==> src/rtl/trap_pkg.sv <==
package trap_pkg;
  localparam int PS_W        = 6;
  localparam int PS_LVL_W    = 4;
  localparam int PS_EXCM_BIT = 4;
  localparam int PS_UM_BIT   = 5;
  localparam logic [PS_W-1:0] PS_RESET = 6'b01_0000;

  typedef enum logic [2:0] {
    ENTRY_NONE,
    ENTRY_USER,
    ENTRY_KERNEL,
    ENTRY_DOUBLE,
    ENTRY_DEBUG
  } entry_kind_e;
endpackage

==> src/rtl/trap_classify.sv <==
module trap_classify
  import trap_pkg::*;
#(
  parameter int unsigned DBG_LEVEL  = 6,
  parameter int unsigned EXCM_LEVEL = 3
) (
  input  logic            exc_req_i,
  input  logic            dbg_req_i,
  input  logic [PS_W-1:0] ps_i,
  output entry_kind_e     kind_o
);
  localparam logic [PS_LVL_W-1:0] DBG_LVL  = PS_LVL_W'(DBG_LEVEL);
  localparam logic [PS_LVL_W-1:0] EXCM_LVL = PS_LVL_W'(EXCM_LEVEL);

  logic [PS_LVL_W-1:0] eff_lvl;
  logic                dbg_ok;

  // effective level: field raised to the exception-mode floor
  always_comb begin
    eff_lvl = ps_i[PS_LVL_W-1:0];
    if (ps_i[PS_EXCM_BIT] && (eff_lvl < EXCM_LVL)) eff_lvl = EXCM_LVL;
  end

  assign dbg_ok = dbg_req_i && (eff_lvl < DBG_LVL);

  always_comb begin
    kind_o = ENTRY_NONE;
    if (dbg_ok)                   kind_o = ENTRY_DEBUG;
    else if (exc_req_i) begin
      if (ps_i[PS_EXCM_BIT])      kind_o = ENTRY_DOUBLE;
      else if (ps_i[PS_UM_BIT])   kind_o = ENTRY_USER;
      else                        kind_o = ENTRY_KERNEL;
    end
  end
endmodule

==> src/rtl/trap_vector_sel.sv <==
module trap_vector_sel
  import trap_pkg::*;
#(
  parameter int unsigned     XLEN        = 32,
  parameter bit              RELOC_EN    = 1'b1,
  parameter logic [XLEN-1:0] STATIC_BASE = 32'h4000_0000,
  parameter logic [XLEN-1:0] VEC_KERNEL  = 32'h4000_0300,
  parameter logic [XLEN-1:0] VEC_USER    = 32'h4000_0340,
  parameter logic [XLEN-1:0] VEC_DOUBLE  = 32'h4000_03C0,
  parameter logic [XLEN-1:0] VEC_DEBUG   = 32'h4000_0280
) (
  input  entry_kind_e     kind_i,
  input  logic [XLEN-1:0] vecbase_i,
  output logic [XLEN-1:0] target_o
);
  logic [XLEN-1:0] static_vec;
  logic [XLEN-1:0] moved_vec;

  always_comb begin
    unique case (kind_i)
      ENTRY_USER:   static_vec = VEC_USER;
      ENTRY_KERNEL: static_vec = VEC_KERNEL;
      ENTRY_DOUBLE: static_vec = VEC_DOUBLE;
      ENTRY_DEBUG:  static_vec = VEC_DEBUG;
      default:      static_vec = '0;
    endcase
  end

  assign moved_vec = static_vec - STATIC_BASE + vecbase_i;
  assign target_o  = RELOC_EN ? moved_vec : static_vec;
endmodule

==> src/rtl/trap_state_regs.sv <==
module trap_state_regs
  import trap_pkg::*;
#(
  parameter int unsigned     XLEN         = 32,
  parameter int unsigned     CAUSE_W      = 6,
  parameter int unsigned     DBG_LEVEL    = 6,
  parameter bit              HAS_DBL_SAVE = 1'b1,
  parameter logic [XLEN-1:0] STATIC_BASE  = 32'h4000_0000
) (
  input  logic               clk_i,
  input  logic               rst_ni,
  input  entry_kind_e        kind_i,
  input  logic [XLEN-1:0]    target_i,
  input  logic [XLEN-1:0]    fault_pc_i,
  input  logic [CAUSE_W-1:0] cause_i,
  input  logic [XLEN-1:0]    vaddr_i,
  input  logic               vaddr_vld_i,
  input  logic               ps_wr_en_i,
  input  logic [PS_W-1:0]    ps_wr_data_i,
  input  logic               vecbase_wr_en_i,
  input  logic [XLEN-1:0]    vecbase_wr_data_i,
  output logic               redirect_o,
  output logic [XLEN-1:0]    target_pc_o,
  output logic [PS_W-1:0]    ps_o,
  output logic [XLEN-1:0]    epc1_o,
  output logic [XLEN-1:0]    dbl_epc_o,
  output logic [CAUSE_W-1:0] exc_cause_o,
  output logic [XLEN-1:0]    exc_vaddr_o,
  output logic [CAUSE_W-1:0] dbg_cause_o,
  output logic [XLEN-1:0]    dbg_epc_o,
  output logic [PS_W-1:0]    dbg_eps_o,
  output logic [XLEN-1:0]    vecbase_o
);
  localparam logic [PS_LVL_W-1:0] DBG_LVL = PS_LVL_W'(DBG_LEVEL);

  logic [PS_W-1:0]    ps_q, ps_d;
  logic               ps_en;
  logic [XLEN-1:0]    epc1_q, vaddr_q, depc_q, vecbase_q, target_q;
  logic [CAUSE_W-1:0] cause_q, dcause_q;
  logic [PS_W-1:0]    deps_q;
  logic               redirect_q, redirect_d;
  logic               gen_hit, dbl_hit, dbg_hit;
  logic               epc1_en, cause_en, vaddr_en;

  // ---------------- next-state ----------------
  assign gen_hit = (kind_i == ENTRY_USER) || (kind_i == ENTRY_KERNEL) ||
                   (kind_i == ENTRY_DOUBLE);
  assign dbl_hit = (kind_i == ENTRY_DOUBLE);
  assign dbg_hit = (kind_i == ENTRY_DEBUG);

  assign epc1_en    = (gen_hit && !dbl_hit) || (dbl_hit && !HAS_DBL_SAVE);
  assign cause_en   = gen_hit;
  assign vaddr_en   = gen_hit && vaddr_vld_i;
  assign redirect_d = gen_hit || dbg_hit;

  always_comb begin
    ps_d  = ps_q;
    ps_en = ps_wr_en_i;
    if (ps_wr_en_i) ps_d = ps_wr_data_i;
    if (gen_hit) begin
      ps_en = 1'b1;
      ps_d  = ps_q;
      ps_d[PS_EXCM_BIT] = 1'b1;
    end else if (dbg_hit) begin
      ps_en = 1'b1;
      ps_d  = ps_q;
      ps_d[PS_LVL_W-1:0] = DBG_LVL;
      ps_d[PS_EXCM_BIT]  = 1'b1;
    end
  end

  // ---------------- registers ----------------
  always_ff @(posedge clk_i or negedge rst_ni) begin
    if (!rst_ni) begin
      ps_q       <= PS_RESET;
      epc1_q     <= '0;
      cause_q    <= '0;
      vaddr_q    <= '0;
      dcause_q   <= '0;
      depc_q     <= '0;
      deps_q     <= '0;
      vecbase_q  <= STATIC_BASE;
      target_q   <= '0;
      redirect_q <= 1'b0;
    end else begin
      redirect_q <= redirect_d;
      if (ps_en)           ps_q      <= ps_d;
      if (epc1_en)         epc1_q    <= fault_pc_i;
      if (cause_en)        cause_q   <= cause_i;
      if (vaddr_en)        vaddr_q   <= vaddr_i;
      if (redirect_d)      target_q  <= target_i;
      if (vecbase_wr_en_i) vecbase_q <= vecbase_wr_data_i;
      if (dbg_hit) begin
        dcause_q <= cause_i;
        depc_q   <= fault_pc_i;
        deps_q   <= ps_q;
      end
    end
  end

  generate
    if (HAS_DBL_SAVE) begin : g_dbl
      logic [XLEN-1:0] dbl_q;
      always_ff @(posedge clk_i or negedge rst_ni) begin
        if (!rst_ni)      dbl_q <= '0;
        else if (dbl_hit) dbl_q <= fault_pc_i;
      end
      assign dbl_epc_o = dbl_q;
    end else begin : g_no_dbl
      assign dbl_epc_o = '0;
    end
  endgenerate

  assign redirect_o  = redirect_q;
  assign target_pc_o = target_q;
  assign ps_o        = ps_q;
  assign epc1_o      = epc1_q;
  assign exc_cause_o = cause_q;
  assign exc_vaddr_o = vaddr_q;
  assign dbg_cause_o = dcause_q;
  assign dbg_epc_o   = depc_q;
  assign dbg_eps_o   = deps_q;
  assign vecbase_o   = vecbase_q;
endmodule

==> src/rtl/trap_entry.sv <==
module trap_entry
  import trap_pkg::*;
#(
  parameter int unsigned     XLEN         = 32,
  parameter int unsigned     CAUSE_W      = 6,
  parameter int unsigned     DBG_LEVEL    = 6,
  parameter int unsigned     EXCM_LEVEL   = 3,
  parameter bit              HAS_DBL_SAVE = 1'b1,
  parameter bit              RELOC_EN     = 1'b1,
  parameter logic [XLEN-1:0] STATIC_BASE  = 32'h4000_0000,
  parameter logic [XLEN-1:0] VEC_KERNEL   = 32'h4000_0300,
  parameter logic [XLEN-1:0] VEC_USER     = 32'h4000_0340,
  parameter logic [XLEN-1:0] VEC_DOUBLE   = 32'h4000_03C0,
  parameter logic [XLEN-1:0] VEC_DEBUG    = 32'h4000_0280
) (
  input  logic               clk_i,
  input  logic               rst_ni,
  input  logic               exc_req_i,
  input  logic               dbg_req_i,
  input  logic [XLEN-1:0]    fault_pc_i,
  input  logic [CAUSE_W-1:0] cause_i,
  input  logic [XLEN-1:0]    vaddr_i,
  input  logic               vaddr_vld_i,
  input  logic               ps_wr_en_i,
  input  logic [5:0]         ps_wr_data_i,
  input  logic               vecbase_wr_en_i,
  input  logic [XLEN-1:0]    vecbase_wr_data_i,
  output logic               redirect_o,
  output logic [XLEN-1:0]    target_pc_o,
  output logic [5:0]         ps_o,
  output logic [XLEN-1:0]    epc1_o,
  output logic [XLEN-1:0]    dbl_epc_o,
  output logic [CAUSE_W-1:0] exc_cause_o,
  output logic [XLEN-1:0]    exc_vaddr_o,
  output logic [CAUSE_W-1:0] dbg_cause_o,
  output logic [XLEN-1:0]    dbg_epc_o,
  output logic [5:0]         dbg_eps_o,
  output logic [XLEN-1:0]    vecbase_o
);
  entry_kind_e     kind;
  logic [XLEN-1:0] target;

  trap_classify #(
    .DBG_LEVEL (DBG_LEVEL),
    .EXCM_LEVEL(EXCM_LEVEL)
  ) classify_i (
    .exc_req_i(exc_req_i),
    .dbg_req_i(dbg_req_i),
    .ps_i     (ps_o),
    .kind_o   (kind)
  );

  trap_vector_sel #(
    .XLEN       (XLEN),
    .RELOC_EN   (RELOC_EN),
    .STATIC_BASE(STATIC_BASE),
    .VEC_KERNEL (VEC_KERNEL),
    .VEC_USER   (VEC_USER),
    .VEC_DOUBLE (VEC_DOUBLE),
    .VEC_DEBUG  (VEC_DEBUG)
  ) vecsel_i (
    .kind_i   (kind),
    .vecbase_i(vecbase_o),
    .target_o (target)
  );

  trap_state_regs #(
    .XLEN        (XLEN),
    .CAUSE_W     (CAUSE_W),
    .DBG_LEVEL   (DBG_LEVEL),
    .HAS_DBL_SAVE(HAS_DBL_SAVE),
    .STATIC_BASE (STATIC_BASE)
  ) regs_i (
    .clk_i            (clk_i),
    .rst_ni           (rst_ni),
    .kind_i           (kind),
    .target_i         (target),
    .fault_pc_i       (fault_pc_i),
    .cause_i          (cause_i),
    .vaddr_i          (vaddr_i),
    .vaddr_vld_i      (vaddr_vld_i),
    .ps_wr_en_i       (ps_wr_en_i),
    .ps_wr_data_i     (ps_wr_data_i),
    .vecbase_wr_en_i  (vecbase_wr_en_i),
    .vecbase_wr_data_i(vecbase_wr_data_i),
    .redirect_o       (redirect_o),
    .target_pc_o      (target_pc_o),
    .ps_o             (ps_o),
    .epc1_o           (epc1_o),
    .dbl_epc_o        (dbl_epc_o),
    .exc_cause_o      (exc_cause_o),
    .exc_vaddr_o      (exc_vaddr_o),
    .dbg_cause_o      (dbg_cause_o),
    .dbg_epc_o        (dbg_epc_o),
    .dbg_eps_o        (dbg_eps_o),
    .vecbase_o        (vecbase_o)
  );
endmodule

==> config.mk <==
export PLATFORM = sky130hd
export DESIGN_NAME = trap_entry
export DESIGN_NICKNAME = d
export VERILOG_FILES = /design/src/rtl/trap_pkg.sv /design/src/rtl/trap_classify.sv /design/src/rtl/trap_vector_sel.sv /design/src/rtl/trap_state_regs.sv /design/src/rtl/trap_entry.sv
export SDC_FILE = /design/constraint.sdc
export NUM_CORES = 1
export LEC_CHECK = 0
export ABC_CLOCK_PERIOD_IN_PS = 3250
export CAP_MARGIN = 15
export CELL_PAD_IN_SITES_DETAIL_PLACEMENT = 1
export CELL_PAD_IN_SITES_GLOBAL_PLACEMENT = 2
export CORE_ASPECT_RATIO = 1.1
export CORE_UTILIZATION = 25
export CTS_CLUSTER_SIZE = 28
export DETAILED_ROUTE_END_ITERATION = 8
export HOLD_SLACK_MARGIN = 0.03
export PLACE_DENSITY_LB_ADDON = 0.1
export SETUP_SLACK_MARGIN = 0.05
export SYNTH_ARGS = -nofsm -noshare
export SYNTH_HDL_FRONTEND = slang
export SYNTH_SLANG_ARGS = --single-unit
==> constraint.sdc <==
create_clock -name clk_i -period 3.25 [get_ports clk_i]
set_clock_uncertainty 0.15 [all_clocks]
set_input_delay 0.65 -clock clk_i [delete_from_list [all_inputs] [get_ports clk_i]]
set_output_delay 0.65 -clock clk_i [all_outputs]
set_load 0.05 [all_outputs]
# After elaboration in Yosys (flattened, before gate mapping)
# Index checks and enable logic that the tools add are counted.
[word_totals]
latch_bits = 0
mem_bits_ro = 0
wordCells = 47
mem_count = 0
mem_bits_rw = 0
output_inout_bits = 217
regBits = 217
[classes]
eq_ne = 4
n_lt_le_gt_ge = 2
mul = 0
bitwise = 2
muxes = 11
shift = 0
n_addsub = 2
reduce_logical = 13
div = 0
[ops]
columns = ["operator", "count"]
rows = [
  ["31-bit case mux with 4 select lines", 1],
  ["32-bit adder", 1],
  ["31-bit by 31-bit subtractor with 32-bit output, second input constant", 1],
  ["5-bit two-way mux", 3],
  ["3-bit two-way mux", 3],
  ["3-bit by 2-bit == test with 1-bit output, second input constant", 2],
  ["1-bit logical AND", 4],
  ["4-bit by 2-bit < comparator with 1-bit output, second input constant", 1],
  ["4-bit by 3-bit < comparator with 1-bit output, second input constant", 1],
  ["4-bit two-way mux", 1],
  ["4-bit AND reduction", 1],
  ["3-bit by 1-bit == test with 1-bit output, second input constant", 1],
  ["3-bit == test, second input constant", 1],
  ["1-bit logical OR", 3],
  ["3-bit AND reduction", 1],
  ["3-bit nonzero test", 1],
  ["1-bit two-way mux", 2],
  ["2-bit two-way mux", 1],
  ["1-bit inverter", 2],
  ["2-bit AND reduction", 1],
  ["2-bit nonzero test", 1],
  ["1-bit zero test", 1],
]

# Depth between registers and ports, before layout
[depth]
word_depth = 11
ltp_mapped = 15
ltp_nobuf = 11

# Hierarchy
# From an unflattened synthesis, not the netlist that was laid out.
[hier_totals]
cells_unflattened = 585
area_unflattened_um2 = 8978.6
[by_module_without_submodules]
columns = ["mod", "n_inst", "cells_per_inst", "area_each_um2", "seq_area_each_um2"]
rows = [
  ["trap_state_regs", 1, 480, 8140.3, 5432.7],
  ["trap_vector_sel", 1, 96, 773.2, 0.0],
  ["trap_classify", 1, 9, 65.1, 0.0],
]

# Worst setup path before layout
# Ideal clock, no wire load.
[synth_timing]
path_kind = "register to register"
startpoint = "reg regs_i.ps_q[3] (netlist: regs_i.ps_o[3])"
endpoint = "reg regs_i.target_q[17] (netlist: regs_i.target_pc_o[17])"
arrival_time_ns = 3.361
period_less_slack_ns = 3.581
stages_incl_launch_ff = 16
required_ns = 3.030
slack_ns = -0.331
n_path_buf = 4
cell_sequence = "dfrtp_1 > nand2b_1 > buf_2 > or2_1 > buf_4 > nand3_4 > buf_4 > nand2_1 > ha_1 > ha_1 > fa_1 > nand3_1 > a21o_1 > buf_2 > or4_1 > nand3_1"
[synth_between]
elab_chain_len = 10
elab_cells_between_ends = 16
cone_classes = "add/sub: 2; order compare: 2; eq/ne: 4; mux: 3; reduce/logical: 5"
[synth_rtl]
columns = ["element", "line", "text"]
rows = [
  ["start: declaration", "trap_state_regs.sv:36", "logic [PS_W-1:0] ps_q, ps_d;"],
  ["start signal: assignment", "trap_state_regs.sv:87", "if (ps_en) ps_q <= ps_d;"],
  ["4-bit by 2-bit < comparator with 1-bit output", "trap_classify.sv:21", "if (ps_i[PS_EXCM_BIT] && (eff_lvl < EXCM_LVL)) eff_lvl = EXCM_LVL;"],
  ["1-bit logical AND", "trap_classify.sv:21", ""],
  ["4-bit two-way mux (*)", "trap_classify.sv:21", ""],
  ["4-bit by 3-bit < comparator with 1-bit output (*)", "trap_classify.sv:24", "assign dbg_ok = dbg_req_i && (eff_lvl < DBG_LVL);"],
  ["1-bit logical AND (*)", "trap_classify.sv:24", ""],
  ["3-bit two-way mux (*)", "trap_classify.sv:28", "if (dbg_ok) kind_o = ENTRY_DEBUG;"],
  ["3-bit == test, or another cell as far along", "trap_vector_sel.sv:20, trap_state_regs.sv:49", ""],
  ["31-bit case mux with 4 select lines or 1-bit logical OR (tied branches)", "trap_vector_sel.sv:20, trap_state_regs.sv:46", ""],
  ["31-bit by 31-bit subtractor with 32-bit output or 1-bit logical OR (tied branches)", "trap_vector_sel.sv:29, trap_state_regs.sv:46", ""],
  ["32-bit adder or 1-bit logical OR (tied branches)", "trap_vector_sel.sv:29, trap_state_regs.sv:54", ""],
  ["end signal: assignment", "trap_state_regs.sv:91", "if (redirect_d) target_q <= target_i;"],
  ["end: declaration", "trap_state_regs.sv:38", "logic [XLEN-1:0] epc1_q, vaddr_q, depc_q, vecbase_q, target_q;"],
]
# Every way passes the cells marked *; elsewhere a longest branch is shown, timed or not.
# A chain may end at the register's enable or synchronous reset.

# Final worst setup path
[layout_timing]
startpoint = "reg regs_i.ps_q[2] (netlist: regs_i.ps_o[2])"
endpoint = "reg regs_i.target_q[27] (netlist: regs_i.target_pc_o[27])"
# The elaborated chain is that of the path after synthesis.

==> flow_summary.yaml <==
status:
  status: "complete, no violations"
floorplan:
  initial_core_util_pct: 25.6
  die_area_um2: 36100
  dieWidth_um: 181
  rows: 71
  coreArea_um2: 34500
  io_pins: 332
  die_h_um: 199
sta:
  finalMaxSlewViolations: 0
  relSlewSlack_pct: 42.6
  tightest_slew_ns: 0.862
  setup_viol: 0
  holdWs_ns: 0.317
  fin_crit_ns: 3.01
  post-route-period-util_pct: 92.7
  rsz0062_at_grt: "false"
  fmax_ghz: 0.332
  hold_viol_final: 0
yosys:
  synth_area_per_cell_um2: 12.3
  synth_mux_area_share_pct: 17.3
  netlist_area_um2: 8840
  ys.flop_type: "dfrtp_1"
  synth-async-reset-ratio_pct: 100
  synth_top_family_by_area: "multiplexers"
  synth-seq-area-share_pct: 61.4
  synth-edff-count: 0
  synth_warnings: 0
  synth-simple-area-share_pct: 12.3
  synthAdderAreaFrac_pct: 1.50
  synth-seq-cells: 217
  netlist_instances: 718
  syn-num-nets: 843
  synth_xor_xnor_area_share_pct: 0.594
  synth-compound-area-share_pct: 4.13
  synth_cell_types: 43
routing:
  drc: 0
  vias_per_cell: 4.39
  firstDrtPassIters: 4
  detail-route-antenna-nets: 0
  drt_wl_total_um: 28500
  drtIter0Drc: 216
  drt-wirelength-per-cell_um: 18.7
  vias: 6680
clocking:
  clockBufferDepth: 3
  cts_root_buf: "clkbuf_16"
  cts_htree_levels: 1
  cts.clk_slew.worst_paths_ns: 0.06
  cts_buffers: 27
  clock-sinks: 217
  clock_latency_ns: 0.55
  cts_tree: "done"
  postCtsSetupBuffers: 0
critical_path:
  cp.required_ns: 3.57
  cp-start-kind: "flop"
  cp_slowest_stage_delay_ns: 0.48
  cp-end-kind: "flop"
  cp_common_cell: "ha_4"
  cp_slowest_cell: "or4_1"
  crit_arrival_ns: 3.33
  reg2reg_slack_ns: 0.24
  crit_type: "flop to flop"
  path_cells: "and2_4 -> or2_2 -> nand3_4 -> nand2_4 -> ha_4 -> ha_4 -> fa_2 -> nand3_2 -> a21o_4 -> or4_1 -> a31oi_1"
  crit_fanout: 14
grt:
  grt_pass1_wl_um: 43800
  gr-usage-all-layers_pct: 15.7
  grt_pass1_vias: 7066
  antenna_found_initial: 1
  grt-ovfl-total: 0
  grt_max_degree: 64
pwr:
  ir_drop_uv: 433
  p_leak_nw: 5.80
  p_sw_mw: 5.94
  intPower_mw: 7.49
  power.share.sequential_pct: 29.9
  p_clk_share_pct: 22.0
  switching_share_pct: 44.2
  power_density_nw_per_um2: 981
  combPwrFrac_pct: 48.1
place:
  place_congestion: 0.714
  placed_cell_area_um2: 12800
  place_hpwl_um: 20300
  io_buffers: 331
cells_and_area:
  syn_to_final_growth_pct: 54.8
  final_cell_mix: "clkdlybuf4s50_1 (329), dfrtp_1 (212), nand2_1 (174)"
  final_common_cell: "clkdlybuf4s50_1"
  layout-drive-gt1-share_pct: 17.9
  fin_nets: 1188
  fin_area_um2: 13700
flow_run:
  cap_violations: 0
min_path:
  hold_path_class: "flop to flop"
==> routing by layer <==
layer / vias to the layer above / GRT usage, % / share of wire, %
met5: - / 0 / 0
met4: 0 / 3.52 / 1.6
met3: 34 / 4.17 / 6.7
met2: 205 / 26.1 / 48
met1: 3297 / 20.3 / 44
li1: 3144 / - / -
==> final timing paths <==
check                                             startpoint                                 end  depth (start not counted)
min                        regs_i.target_pc_o[3]$_DFFE_PN0N_   regs_i.target_pc_o[3]$_DFFE_PN0N_                          2
max reg2reg                       regs_i.ps_o[2]$_DFFE_PN0P_  regs_i.target_pc_o[27]$_DFFE_PN0N_                         11
min reg2reg                regs_i.target_pc_o[3]$_DFFE_PN0N_   regs_i.target_pc_o[3]$_DFFE_PN0N_                          2
max in group asynchronous                             rst_ni          regs_i.ps_o[4]$_DFFE_PN1P_                          3
max                               regs_i.ps_o[2]$_DFFE_PN0P_  regs_i.target_pc_o[27]$_DFFE_PN0N_                         11
min in group asynchronous                             rst_ni  regs_i.exc_vaddr_o[10]$_DFFE_PN0P_                          2
==> synth_stat cells (all sizes together), types with 5 or more instances <==
| cell | n | share of area [%] |
|---|---|---|
| mux2 | 131 | 17 |
| a21oi | 6 | 0.34 |
| dfrtp | 215 | 61 |
| inv | 7 | 0.30 |
| ha | 9 | 1.3 |
| nand3 | 13 | 0.99 |
| nand2 | 175 | 7.4 |
| buf | 21 | 1.6 |
| clkbuf | 20 | 0.85 |
| mux2i | 5 | 0.57 |
| nor2 | 27 | 1.1 |
| xnor2 | 5 | 0.50 |
| or4 | 12 | 1.0 |
| o31ai | 11 | 0.93 |
| o21ai | 14 | 1.0 |
| a31oi | 13 | 0.92 |
==> flip-flops by register name, indices dropped and copies added, names as in the netlist <==
register	count
regs_i.exc_vaddr_o	32
regs_i.dbg_cause_o	6
regs_i.target_pc_o	32
regs_i.vecbase_o	32
regs_i.dbl_epc_o	32
regs_i.dbg_epc_o	32
regs_i.exc_cause_o	6
regs_i.dbg_eps_o	6
regs_i.redirect_o	1
regs_i.epc1_o	32
regs_i.ps_o	6
==> cell type report <==
class	instances	area (µm²)
Timing Repair Buffer	357	3570
Sequential cell	217	5440
Multi-Input combinational cell	453	3230
Inverter	7	26.3
Tap cell	438	548
Antenna cell	1	2.50
Clock buffer	41	798
Fill cell	3683	20800
Clock inverter	6	70.1
==> power by group through the flow <==
stage          logic (mW)  registers, mW  clock network (mW)
2_1_floorplan        1.14           6.97                   0
3_3_place_gp         6.50           4.04                   0
3_5_place_dp         6.53           4.07                   0
4_1_cts              6.55           4.03                3.07
5_1_grt              6.77           4.14                3.18
6_report             6.46           4.01                2.95
==> kinds of logic after synthesis <==
kind of cell	Yosys count
muxes	136
xor gates and xnor gates	6
buffers and inverters	48
AOI/OAI and AO/OA	54
adders and majority gates	10
and+or+nand+nor	247
DFF	217
==> what timing repair did <==
| item | CTS | global route |
|---|---|---|
| hold buffers | 1 | 0 |
| resized for setup | 0 | 2 |
| endpoints found under the setup margin | 0 | 5 |
| hold endpoints to repair | 58 | 0 |
==> through the flow <==
step	worst slack [ns]	total power [mW]	utilization (%)	cells	setup TNS, ns
floorplan	-0.0198	8.10	-	718	-0.0198
global placement	-0.355	10.5	37.1	1471	-3.58
detailed placement	-0.406	10.6	37.1	1471	-4.65
CTS	0.107	13.7	39.7	1519	0
global route	0.0752	14.1	39.7	1519	0
finish	0.237	13.4	39.7	1520	0
==> critical path: cells and delay by family, from the launching register on <==
| kind | cells | cell delay (ns) |
|---|---|---|
| and+or+nand+nor | 6 | 1.28 |
| adders and majority gates | 3 | 0.62 |
| AOI/OAI and AO/OA | 2 | 0.44 |
| DFF | 1 | 0.43 |
No activity file was read; power rests on OpenSTA's default activity.
